File: config.mk
export PLATFORM = sky130hd
export DESIGN_NAME = sticky_evt_uart
export DESIGN_NICKNAME = d
export VERILOG_FILES = /design/src/rtl/sevu_pkg.sv /design/src/rtl/sevu_tx.sv /design/src/rtl/sevu_rx.sv /design/src/rtl/sticky_evt_uart.sv
export SDC_FILE = /design/constraint.sdc
export NUM_CORES = 1
export LEC_CHECK = 0
export BUFFER_PORTS_ARGS = -buffer_cell sky130_fd_sc_hd__buf_4
export CAP_MARGIN = 10
export CELL_PAD_IN_SITES_DETAIL_PLACEMENT = 1
export CELL_PAD_IN_SITES_GLOBAL_PLACEMENT = 1
export CORE_ASPECT_RATIO = 1.2
export CORE_MARGIN = 2
export CORE_UTILIZATION = 47
export CTS_BUF_LIST = sky130_fd_sc_hd__clkbuf_16
export DETAILED_ROUTE_END_ITERATION = 10
export PLACE_DENSITY_LB_ADDON = 0.1
export SYNTH_ARGS = -nofsm -noshare
export SYNTH_HDL_FRONTEND = slang
export SYNTH_HIERARCHICAL = 1
export SYNTH_SLANG_ARGS = --single-unit
File: constraint.sdc
create_clock -name clk -period 2.8 [get_ports clk]
set_clock_uncertainty 0.1 [all_clocks]
set_input_delay 0.42 -clock clk [delete_from_list [all_inputs] [get_ports clk]]
set_output_delay 0.42 -clock clk [all_outputs]
set_load 0.01 [all_outputs]
File: src/rtl/sevu_pkg.sv
package sevu_pkg;
   localparam logic [7:0] OFF_DATA = 8'h00;
   localparam logic [7:0] OFF_DIV  = 8'h04;
   localparam logic [7:0] OFF_STAT = 8'h08;
   localparam logic [7:0] OFF_CTRL = 8'h0C;
   localparam logic [7:0] OFF_DBG  = 8'h10;

   localparam int ST_THRE = 0;
   localparam int ST_RXEV = 1;
   localparam int ST_TXEV = 2;
   localparam int CT_RXIE = 0;
   localparam int CT_TXIE = 1;
   localparam int CT_W    = 3;

   localparam int FRAME_BITS = 10;

   typedef enum logic [1:0] {
      RX_IDLE,
      RX_START,
      RX_DATA,
      RX_STOP
   } rx_state_e;
endpackage

File: src/rtl/sevu_tx.sv
module sevu_tx #(
   parameter int DIV_W = 16
) (
   input  logic             clk,
   input  logic             rst_n,
   input  logic             start_i,
   input  logic [7:0]       data_i,
   input  logic [DIV_W-1:0] div_i,
   output logic             busy_o,
   output logic             done_o,
   output logic             txd_o
);
   import sevu_pkg::*;
   localparam int BIT_W = $clog2(FRAME_BITS);

   logic                  busy_q;
   logic [FRAME_BITS-1:0] shreg_q;
   logic [BIT_W-1:0]      bit_q;
   logic [DIV_W-1:0]      cnt_q;
   logic [DIV_W-1:0]      per_q;
   logic                  tick;

   assign tick   = busy_q && (cnt_q == per_q);
   assign done_o = tick && (bit_q == BIT_W'(FRAME_BITS-1));
   assign busy_o = busy_q;
   assign txd_o  = busy_q ? shreg_q[0] : 1'b1;

   always_ff @(posedge clk or negedge rst_n) begin
      if (!rst_n) begin
         busy_q  <= 1'b0;
         shreg_q <= '1;
         bit_q   <= '0;
         cnt_q   <= '0;
         per_q   <= '0;
      end else if (!busy_q) begin
         if (start_i) begin
            busy_q  <= 1'b1;
            shreg_q <= {1'b1, data_i, 1'b0};
            bit_q   <= '0;
            cnt_q   <= '0;
            per_q   <= div_i;
         end
      end else if (tick) begin
         cnt_q   <= '0;
         shreg_q <= {1'b1, shreg_q[FRAME_BITS-1:1]};
         if (bit_q == BIT_W'(FRAME_BITS-1)) busy_q <= 1'b0;
         else                               bit_q  <= bit_q + 1'b1;
      end else begin
         cnt_q <= cnt_q + 1'b1;
      end
   end

   AST_TX_START_LOW: assert property (@(posedge clk) disable iff (!rst_n)
      $rose(busy_q) |-> !txd_o);
   AST_TX_DONE_IDLE: assert property (@(posedge clk) disable iff (!rst_n)
      done_o |=> (!busy_o && txd_o));
   AST_TX_BUSY_IGNORE: assert property (@(posedge clk) disable iff (!rst_n)
      (busy_q && start_i && !done_o) |=> (busy_q && $stable(per_q)));
endmodule

File: src/rtl/sevu_rx.sv
module sevu_rx #(
   parameter int DIV_W       = 16,
   parameter int SYNC_STAGES = 2
) (
   input  logic             clk,
   input  logic             rst_n,
   input  logic             rxd_i,
   input  logic [DIV_W-1:0] div_i,
   output logic             valid_o,
   output logic [7:0]       byte_o
);
   import sevu_pkg::*;

   logic rx_s;

   if (SYNC_STAGES == 0) begin : g_nosync
      assign rx_s = rxd_i;
   end else begin : g_sync
      logic [SYNC_STAGES-1:0] sq;
      always_ff @(posedge clk or negedge rst_n) begin
         if (!rst_n) sq <= '1;
         else        sq <= SYNC_STAGES'({sq, rxd_i});
      end
      assign rx_s = sq[SYNC_STAGES-1];
   end

   rx_state_e        st_q;
   logic [DIV_W-1:0] cnt_q;
   logic [DIV_W-1:0] per_q;
   logic [2:0]       bit_q;
   logic [7:0]       sh_q;
   logic             valid_q;

   assign valid_o = valid_q;
   assign byte_o  = sh_q;

   always_ff @(posedge clk or negedge rst_n) begin
      if (!rst_n) begin
         st_q    <= RX_IDLE;
         cnt_q   <= '0;
         per_q   <= '0;
         bit_q   <= '0;
         sh_q    <= '0;
         valid_q <= 1'b0;
      end else begin
         valid_q <= 1'b0;
         case (st_q)
            RX_IDLE: if (!rx_s) begin
               st_q  <= RX_START;
               cnt_q <= '0;
               per_q <= div_i;
            end
            RX_START: if (cnt_q == (per_q >> 1)) begin
               cnt_q <= '0;
               bit_q <= '0;
               st_q  <= rx_s ? RX_IDLE : RX_DATA;
            end else cnt_q <= cnt_q + 1'b1;
            RX_DATA: if (cnt_q == per_q) begin
               cnt_q <= '0;
               sh_q  <= {rx_s, sh_q[7:1]};
               if (bit_q == 3'd7) st_q  <= RX_STOP;
               else               bit_q <= bit_q + 1'b1;
            end else cnt_q <= cnt_q + 1'b1;
            default: if (cnt_q == per_q) begin
               st_q    <= RX_IDLE;
               valid_q <= rx_s;
            end else cnt_q <= cnt_q + 1'b1;
         endcase
      end
   end

   AST_RX_VALID_PULSE: assert property (@(posedge clk) disable iff (!rst_n)
      valid_o |=> !valid_o);
   AST_RX_IDLE_AFTER: assert property (@(posedge clk) disable iff (!rst_n)
      valid_o |-> (st_q == RX_IDLE));
endmodule

File: src/rtl/sticky_evt_uart.sv
module sticky_evt_uart #(
   parameter int ADDR_W      = 5,
   parameter int DIV_W       = 16,
   parameter int SYNC_STAGES = 2
) (
   input  logic              clk,
   input  logic              rst_n,
   input  logic              bus_wr,
   input  logic [ADDR_W-1:0] bus_addr,
   input  logic [3:0]        bus_be,
   input  logic [31:0]       bus_wdata,
   output logic [31:0]       bus_rdata,
   output logic              irq,
   output logic              txd,
   input  logic              rxd
);
   import sevu_pkg::*;

   if (ADDR_W < 5) begin : g_bad_addr
      $error("ADDR_W must reach offset 0x10");
   end
   if (DIV_W < 2 || DIV_W > 32) begin : g_bad_div
      $error("DIV_W must be in 2..32");
   end
   if (SYNC_STAGES < 0 || SYNC_STAGES > 4) begin : g_bad_sync
      $error("SYNC_STAGES must be in 0..4");
   end

   logic sel_data, sel_div, sel_stat, sel_ctrl, sel_dbg;
   assign sel_data = (bus_addr == ADDR_W'(OFF_DATA));
   assign sel_div  = (bus_addr == ADDR_W'(OFF_DIV));
   assign sel_stat = (bus_addr == ADDR_W'(OFF_STAT));
   assign sel_ctrl = (bus_addr == ADDR_W'(OFF_CTRL));
   assign sel_dbg  = (bus_addr == ADDR_W'(OFF_DBG));

   logic wr_ok;
   assign wr_ok = bus_wr && (bus_be == 4'hF);

   logic [DIV_W-1:0] div_q;
   logic [CT_W-1:0]  ctrl_q;
   logic             dbg_q;
   logic             rx_evt_q, tx_evt_q;
   logic [7:0]       rx_byte_q;

   logic             tx_busy, tx_done;
   logic             rx_valid;
   logic [7:0]       rx_byte;
   logic             clr_rx, clr_tx;
   logic             unused_wbits;

   assign unused_wbits = ^bus_wdata;
   assign clr_rx = wr_ok && sel_stat && bus_wdata[ST_RXEV];
   assign clr_tx = wr_ok && sel_stat && bus_wdata[ST_TXEV];

   sevu_tx #(.DIV_W(DIV_W)) u_tx (
      .clk    (clk),
      .rst_n  (rst_n),
      .start_i(wr_ok && sel_data),
      .data_i (bus_wdata[7:0]),
      .div_i  (div_q),
      .busy_o (tx_busy),
      .done_o (tx_done),
      .txd_o  (txd)
   );

   sevu_rx #(.DIV_W(DIV_W), .SYNC_STAGES(SYNC_STAGES)) u_rx (
      .clk    (clk),
      .rst_n  (rst_n),
      .rxd_i  (rxd),
      .div_i  (div_q),
      .valid_o(rx_valid),
      .byte_o (rx_byte)
   );

   always_ff @(posedge clk or negedge rst_n) begin
      if (!rst_n) begin
         div_q     <= '0;
         ctrl_q    <= '0;
         dbg_q     <= 1'b0;
         rx_evt_q  <= 1'b0;
         tx_evt_q  <= 1'b0;
         rx_byte_q <= '0;
      end else begin
         if (wr_ok && sel_div)  div_q  <= bus_wdata[DIV_W-1:0];
         if (wr_ok && sel_ctrl) ctrl_q <= bus_wdata[CT_W-1:0];
         if (wr_ok && sel_dbg)  dbg_q  <= bus_wdata[0];
         if (rx_evt_q) begin
            if (clr_rx) rx_evt_q <= 1'b0;
         end else if (rx_valid) begin
            rx_evt_q  <= 1'b1;
            rx_byte_q <= rx_byte;
         end
         if (tx_done)     tx_evt_q <= 1'b1;
         else if (clr_tx) tx_evt_q <= 1'b0;
      end
   end

   assign irq = (rx_evt_q && ctrl_q[CT_RXIE]) || (tx_evt_q && ctrl_q[CT_TXIE]);

   always_comb begin
      bus_rdata = '0;
      if (sel_data)      bus_rdata = 32'(rx_byte_q);
      else if (sel_div)  bus_rdata = 32'(div_q);
      else if (sel_stat) bus_rdata = 32'({tx_evt_q, rx_evt_q, 1'b1});
      else if (sel_ctrl) bus_rdata = 32'(ctrl_q);
      else if (sel_dbg)  bus_rdata = 32'(dbg_q);
   end

   AST_RX_FLAG_STICKY: assert property (@(posedge clk) disable iff (!rst_n)
      (rx_evt_q && !clr_rx) |=> rx_evt_q);
   AST_IRQ_NEEDS_EVT: assert property (@(posedge clk) disable iff (!rst_n)
      irq |-> (rx_evt_q || tx_evt_q));
   AST_TXEV_FROM_FRAME: assert property (@(posedge clk) disable iff (!rst_n)
      $rose(tx_evt_q) |-> $past(tx_busy));
   AST_HOLD_BYTE: assert property (@(posedge clk) disable iff (!rst_n)
      rx_evt_q |=> $stable(rx_byte_q));
endmodule

* Yosys cells after proc, flatten, opt, wreduce, memory -nomap -nowiden
Cells that the tools add are included.
Operators by class: add/subtract/negate cells 4, equal/unequal tests 20, muxes and demuxes 43, bitwise logic cells 3, reduce and logical (&&, ||, !) cells 29
Operator list (number):
- $mux 16 | 9
- $pmux 16 s3 | 1
- $add 16x1->16 const B | 2
- $eq 16x16->1 | 2
- $mux 10 | 3
- $eq 16x15->1 | 1
- $mux 4 | 4
- $mux 3 | 5
- $mux 1 | 13
- $logic_and 1x1->1 | 12
- $mux 2 | 6
- $reduce_and 2->1 | 6
- $eq 5x4->1 const B | 2
- $eq 4x4->1 const B | 2
- $ne 2x2->1 const B | 4
- $ne 2x1->1 const B | 3
- $pmux 2 s3 | 1
- $pmux 3 s2 | 1
- $reduce_bool 2->1 | 3
- $eq 5x3->1 const B | 1
- $eq 5x5->1 const B | 1
- $logic_not 5->1 | 1
- $reduce_and 5->1 | 1
- $add 4x1->4 const B | 1
- 12 further kinds | 14
Storage, ports and cells: flip-flop bits (word level) 125, input port bits 45, output and inout bits 34, word-level logic and storage cells 117

* Depth between registers and ports, before layout
depth in word-level cells 6, gate-level depth with buffers 10

* Modules after synthesis
The synthesis kept the hierarchy.
By module, submodules not included:
- sevu_rx | instances 1, cells an instance 260, area an instance 2775.2 um2, seq. area each 1203.7 um2
- sevu_tx | instances 1, cells an instance 229, area an instance 2526.2 um2, seq. area each 1162.4 um2
- sticky_evt_uart | instances 1, cells an instance 136, area an instance 1660.3 um2, seq. area each 750.7 um2

* Worst setup path before layout
No wires, ideal clock.
kind input to register, start point in bus_addr[3], end point reg u_tx.per_q[10], arrival 2.535 ns, required time 2.575 ns, slack 0.041 ns, stages on the path 9, buffers on the path 3, cells stage by stage clkbuf_1 -> nor2_2 -> and2_1 -> clkbuf_1 -> and3_1 -> nor2_1 -> nor2_1 -> buf_2 -> mux2_2
On the way: longest elaborated chain between the ends 3
RTL lines:
- from (decl) | line sticky_evt_uart.sv:9 | input logic [ADDR_W-1:0] bus_addr,
- $logic_not 5->1 | line sticky_evt_uart.sv:30 | assign sel_data = (bus_addr == ADDR_W'(OFF_DATA));
- $logic_and 1x1->1 | line sticky_evt_uart.sv:58 | .start_i(wr_ok && sel_data),
- $reduce_and 2->1 (no line)
- to (signal assigned) | line sevu_tx.sv:41 | per_q <= div_i;
- to (decl) | line sevu_tx.sv:20 | logic [DIV_W-1:0] per_q;
No other way between the ends. A chain may end at the register's enable or synchronous reset.

* Worst setup path after layout
start point reg u_rx.cnt_q[4], end point reg u_rx.cnt_q[9]
On the way: longest elaborated chain between the ends 3, elaborated cells between the ends (all ways) 9, classes of those cells add/sub (1); eq/ne (3); mux (4); reduce/logical (1)
RTL lines:
- from (decl) | line sevu_rx.sv:28 | logic [DIV_W-1:0] cnt_q;
- from (signal assigned) | line sevu_rx.sv:57 | end else cnt_q <= cnt_q + 1'b1;
- from (signal assigned) | line sevu_rx.sv:63 | end else cnt_q <= cnt_q + 1'b1;
- from (signal assigned) | line sevu_rx.sv:67 | end else cnt_q <= cnt_q + 1'b1;
- $add 16x1->16 (tied with other cells) | line sevu_rx.sv:57, sevu_rx.sv:63, sevu_rx.sv:67
- $mux 16 (tied with other cells) | line sevu_rx.sv:64 | default: if (cnt_q == per_q) begin
- $pmux 16 s3 or $reduce_and 2->1 (tied branches)
Several ways; a longest one is shown, not always the timed one. The select of a mux whose other input is x is not followed.

==> impl_metrics.env <==
export IMPL_outcome="completed"
export IMPL_yosys_area_top_type="dfrtp_1"
export IMPL_hold_viol_final=0
export IMPL_die_area_mm2=0.0158
export IMPL_dp_cells=827
export IMPL_synthFlopType="dfrtp_1"
export IMPL_cts_root_buf="clkbuf_16"
export IMPL_ys_warn_count=6
export IMPL_drt_wl_total_um=17400
export IMPL_grt_usage=0.237
export IMPL_synth_common_cells="dfrtp_1 (113), mux2_2 (50), nand2_1 (31), xor2_1 (31), nor2_1 (26)"
export IMPL_drc=0
export IMPL_cp_data_arrival_time_ns=2.85
export IMPL_grt_overflow=0
export IMPL_pre_cts_ws_ns=0.156
export IMPL_fin_util=0.550
export IMPL_synth_area_top_cells="dfrtp_1 (41%), mux2_2 (8.1%), dfstp_2 (4.2%)"
export IMPL_max_slew_margin=0.183
export IMPL_ys_ff_latch=124
export IMPL_die_w_um=115
export IMPL_cts_tree="built"
export IMPL_post_route_period_util=0.945
export IMPL_max_freq_mhz=378
export IMPL_async_flop_share=1.00
export IMPL_tightestPinTransition_ns=1.22
export IMPL_setup_violations_final=0
export IMPL_yosysSeqAreaShare=0.448
export IMPL_crit_chain="xor2_1, nor4_2, and4_1, a21boi_2, o21ai_0, o31ai_1"
export IMPL_gp_congestion=0.811
export IMPL_slowest_stage="a21boi_2"
export IMPL_ir_drop_mv=0.572
export IMPL_ys_types=78
export IMPL_synth_top_family_by_area="simple AND/OR/NAND/NOR gates"
export IMPL_endpoint_kind="flop"
export IMPL_rsz0062_at_grt="no"
export IMPL_vias=4991
export IMPL_grt_pass1_wl_um=28500
export IMPL_layout_nets=723
export IMPL_p_leak_nw=3.83
export IMPL_cts_setup_buffers=0
export IMPL_synth_edf_count=0
export IMPL_fin_ws_ns=0.155
export IMPL_hpwl_um=12500
export IMPL_postSynthCellCount=625
export IMPL_cts_made_buffers=17
export IMPL_areaGrowthSynthToFinish_pct=13.9
export IMPL_grt_max_degree=125
export IMPL_pin_count=79
export IMPL_avgViaCountPerCell=5.81
export IMPL_required_ns=3.01
export IMPL_stdcell_count=859
export IMPL_cts_max_level=4
export IMPL_clk_latency_ns=0.41
export IMPL_wl_per_cell_um=20.3
export IMPL_first_pass_iters=4
export IMPL_layout_drive_gt1_share=0.288
export IMPL_drt_iter0_drc=272
export IMPL_hp_class="primary input to async pin"
export IMPL_cap_violations=0
export IMPL_antennaDiodeCount=0
export IMPL_critPathLaunchType="flop"
export IMPL_die_y_um=137
export IMPL_antenna_left=0
export IMPL_final_max_slew_viol_count=0
export IMPL_portBuffers=46
export IMPL_cts_resized=0
export IMPL_yosysMostFrequentCell="dfrtp_1"
export IMPL_fp_coreArea_mm2=0.0144
export IMPL_cts_buffer_depth=2
export IMPL_regToRegSetupSlack_ns=0.15
export IMPL_final_min_clock_period_ns=2.65
export IMPL_syn_avg_cell_area_um2=11.1
export IMPL_cts_hold_buffers=1
export IMPL_synthMuxAreaShare=0.140
export IMPL_synthAdderAreaFrac=0.0108
export IMPL_grt_pass1_vias=5402
export IMPL_rows=48
export IMPL_cts_sinks=124
export IMPL_synth_compound_area_frac=0.130
export IMPL_synth_xor_area_frac=0.0652
export IMPL_p_per_area_mw_per_mm2=825
export IMPL_critical_path_peak_fanout=29
export IMPL_initial_core_util=0.483
export IMPL_synth_top_area_frac=0.406
export IMPL_cpPeakStageDelay_ns=0.90
export IMPL_worstSetupPathType="flop to flop"
export IMPL_fin_total_pwr_mw=6.54
export IMPL_cts_reportedPaths_clkPinSlew_ns=0.05
export IMPL_antenna_found_initial=0
export IMPL_syn_cell_area_mm2=0.00696
export IMPL_fin_tns_setup_ns=0
export IMPL_synth_simple_gate_area_frac=0.148
==> metal layers <==
metal | up-vias | track usage | wire length [um]
met5 | - | 0 | 0
met4 | 0 | 0.0917 | 357
met3 | 24 | 0.0387 | 304
met2 | 56 | 0.434 | 9710
met1 | 2564 | 0.275 | 7070
li1 | 2347 | - | -
==> registers in the layout, summed over array words and instances, names as in the netlist, 2 cells and up <==
signal / flops
div_q: 16
u_rx/cnt_q: 16
u_rx/per_q: 16
u_tx/cnt_q: 16
u_tx/per_q: 16
u_tx/shreg_q: 9
rx_byte_q: 8
u_rx/byte_o: 8
u_tx/bit_q: 4
ctrl_q: 3
u_rx/bit_q: 3
u_rx/g_sync.sq: 2
u_rx/st_q: 2
==> metrics by stage <==
step / cell area (um2) / hold slack, ns
floorplan: 7020 / 0.0244
global placement: 7410 / 0.247
detailed placement: 7410 / 0.250
CTS: 7930 / 0.0430
global route: 7930 / 0.0646
finish: 7930 / 0.00216
==> area by class of cell <==
| type | count | area (um2) |
|---|---|---|
| repair buffers | 65 | 503 |
| well taps | 175 | 219 |
| fillers | 1556 | 6480 |
| multi-input cells | 445 | 3510 |
| clock buffers | 17 | 425 |
| flip-flops and latches | 124 | 3120 |
| clock inverters | 14 | 88.8 |
| inverters | 19 | 71.3 |
==> path summary, 6_finish.rpt <==
path,startpoint,end,cells past startpoint
worst max register to register,u_rx/cnt_q[4],u_rx/cnt_q[9],6
max in group asynchronous,rst_n,rx_byte_q[7],2
min in group clk,bus_wdata[11],div_q[11],2
worst max-delay path,u_rx/cnt_q[4],u_rx/cnt_q[9],6
worst min-delay path,rst_n,u_tx/cnt_q[4],2
worst min register to register,u_rx/g_sync.sq[0],u_rx/g_sync.sq[1],0
==> power breakdown <==
| group | leakage (nW) | total, mW | switching (mW) | internal, mW |
|---|---|---|---|---|
| registers | 1.63 | 2.73 | 0.503 | 2.22 |
| clock network | 0.263 | 1.92 | 0.744 | 1.18 |
| logic | 1.93 | 1.89 | 1.05 | 0.845 |
==> layout by cell type, fill, tap and decap left out, drive strengths merged, types with 16 or more instances in the layout <==
cell type    n
nand3       22
xnor2       17
o21ai       23
clkbuf      17
nor2        27
inv         21
and3        20
buf         64
xor2        31
dfrtp      113
mux2        68
conb        16
nand2       31
a21oi       18
==> logic make-up (layout without fill, tap and decap cells) <==
kind of cell	after synthesis	in the layout
AOI/OAI and AO/OA	122	122
xor gates and xnor gates	48	48
DFF	124	124
buffers and inverters	71	115
and+or+nand+nor	171	171
other	1	16
adders and majority gates	6	6
muxes	82	82
==> worst max-delay path: cells and delay by family (launching register included) <==
kind             cells  cell delay, ns
AO/OA/AOI/OAI        3            1.38
flip-flops           1            0.49
AND/OR/NAND/NOR      2            0.33
XOR/XNOR             1            0.24
Note: power is estimated with default switching activity, not from simulation.
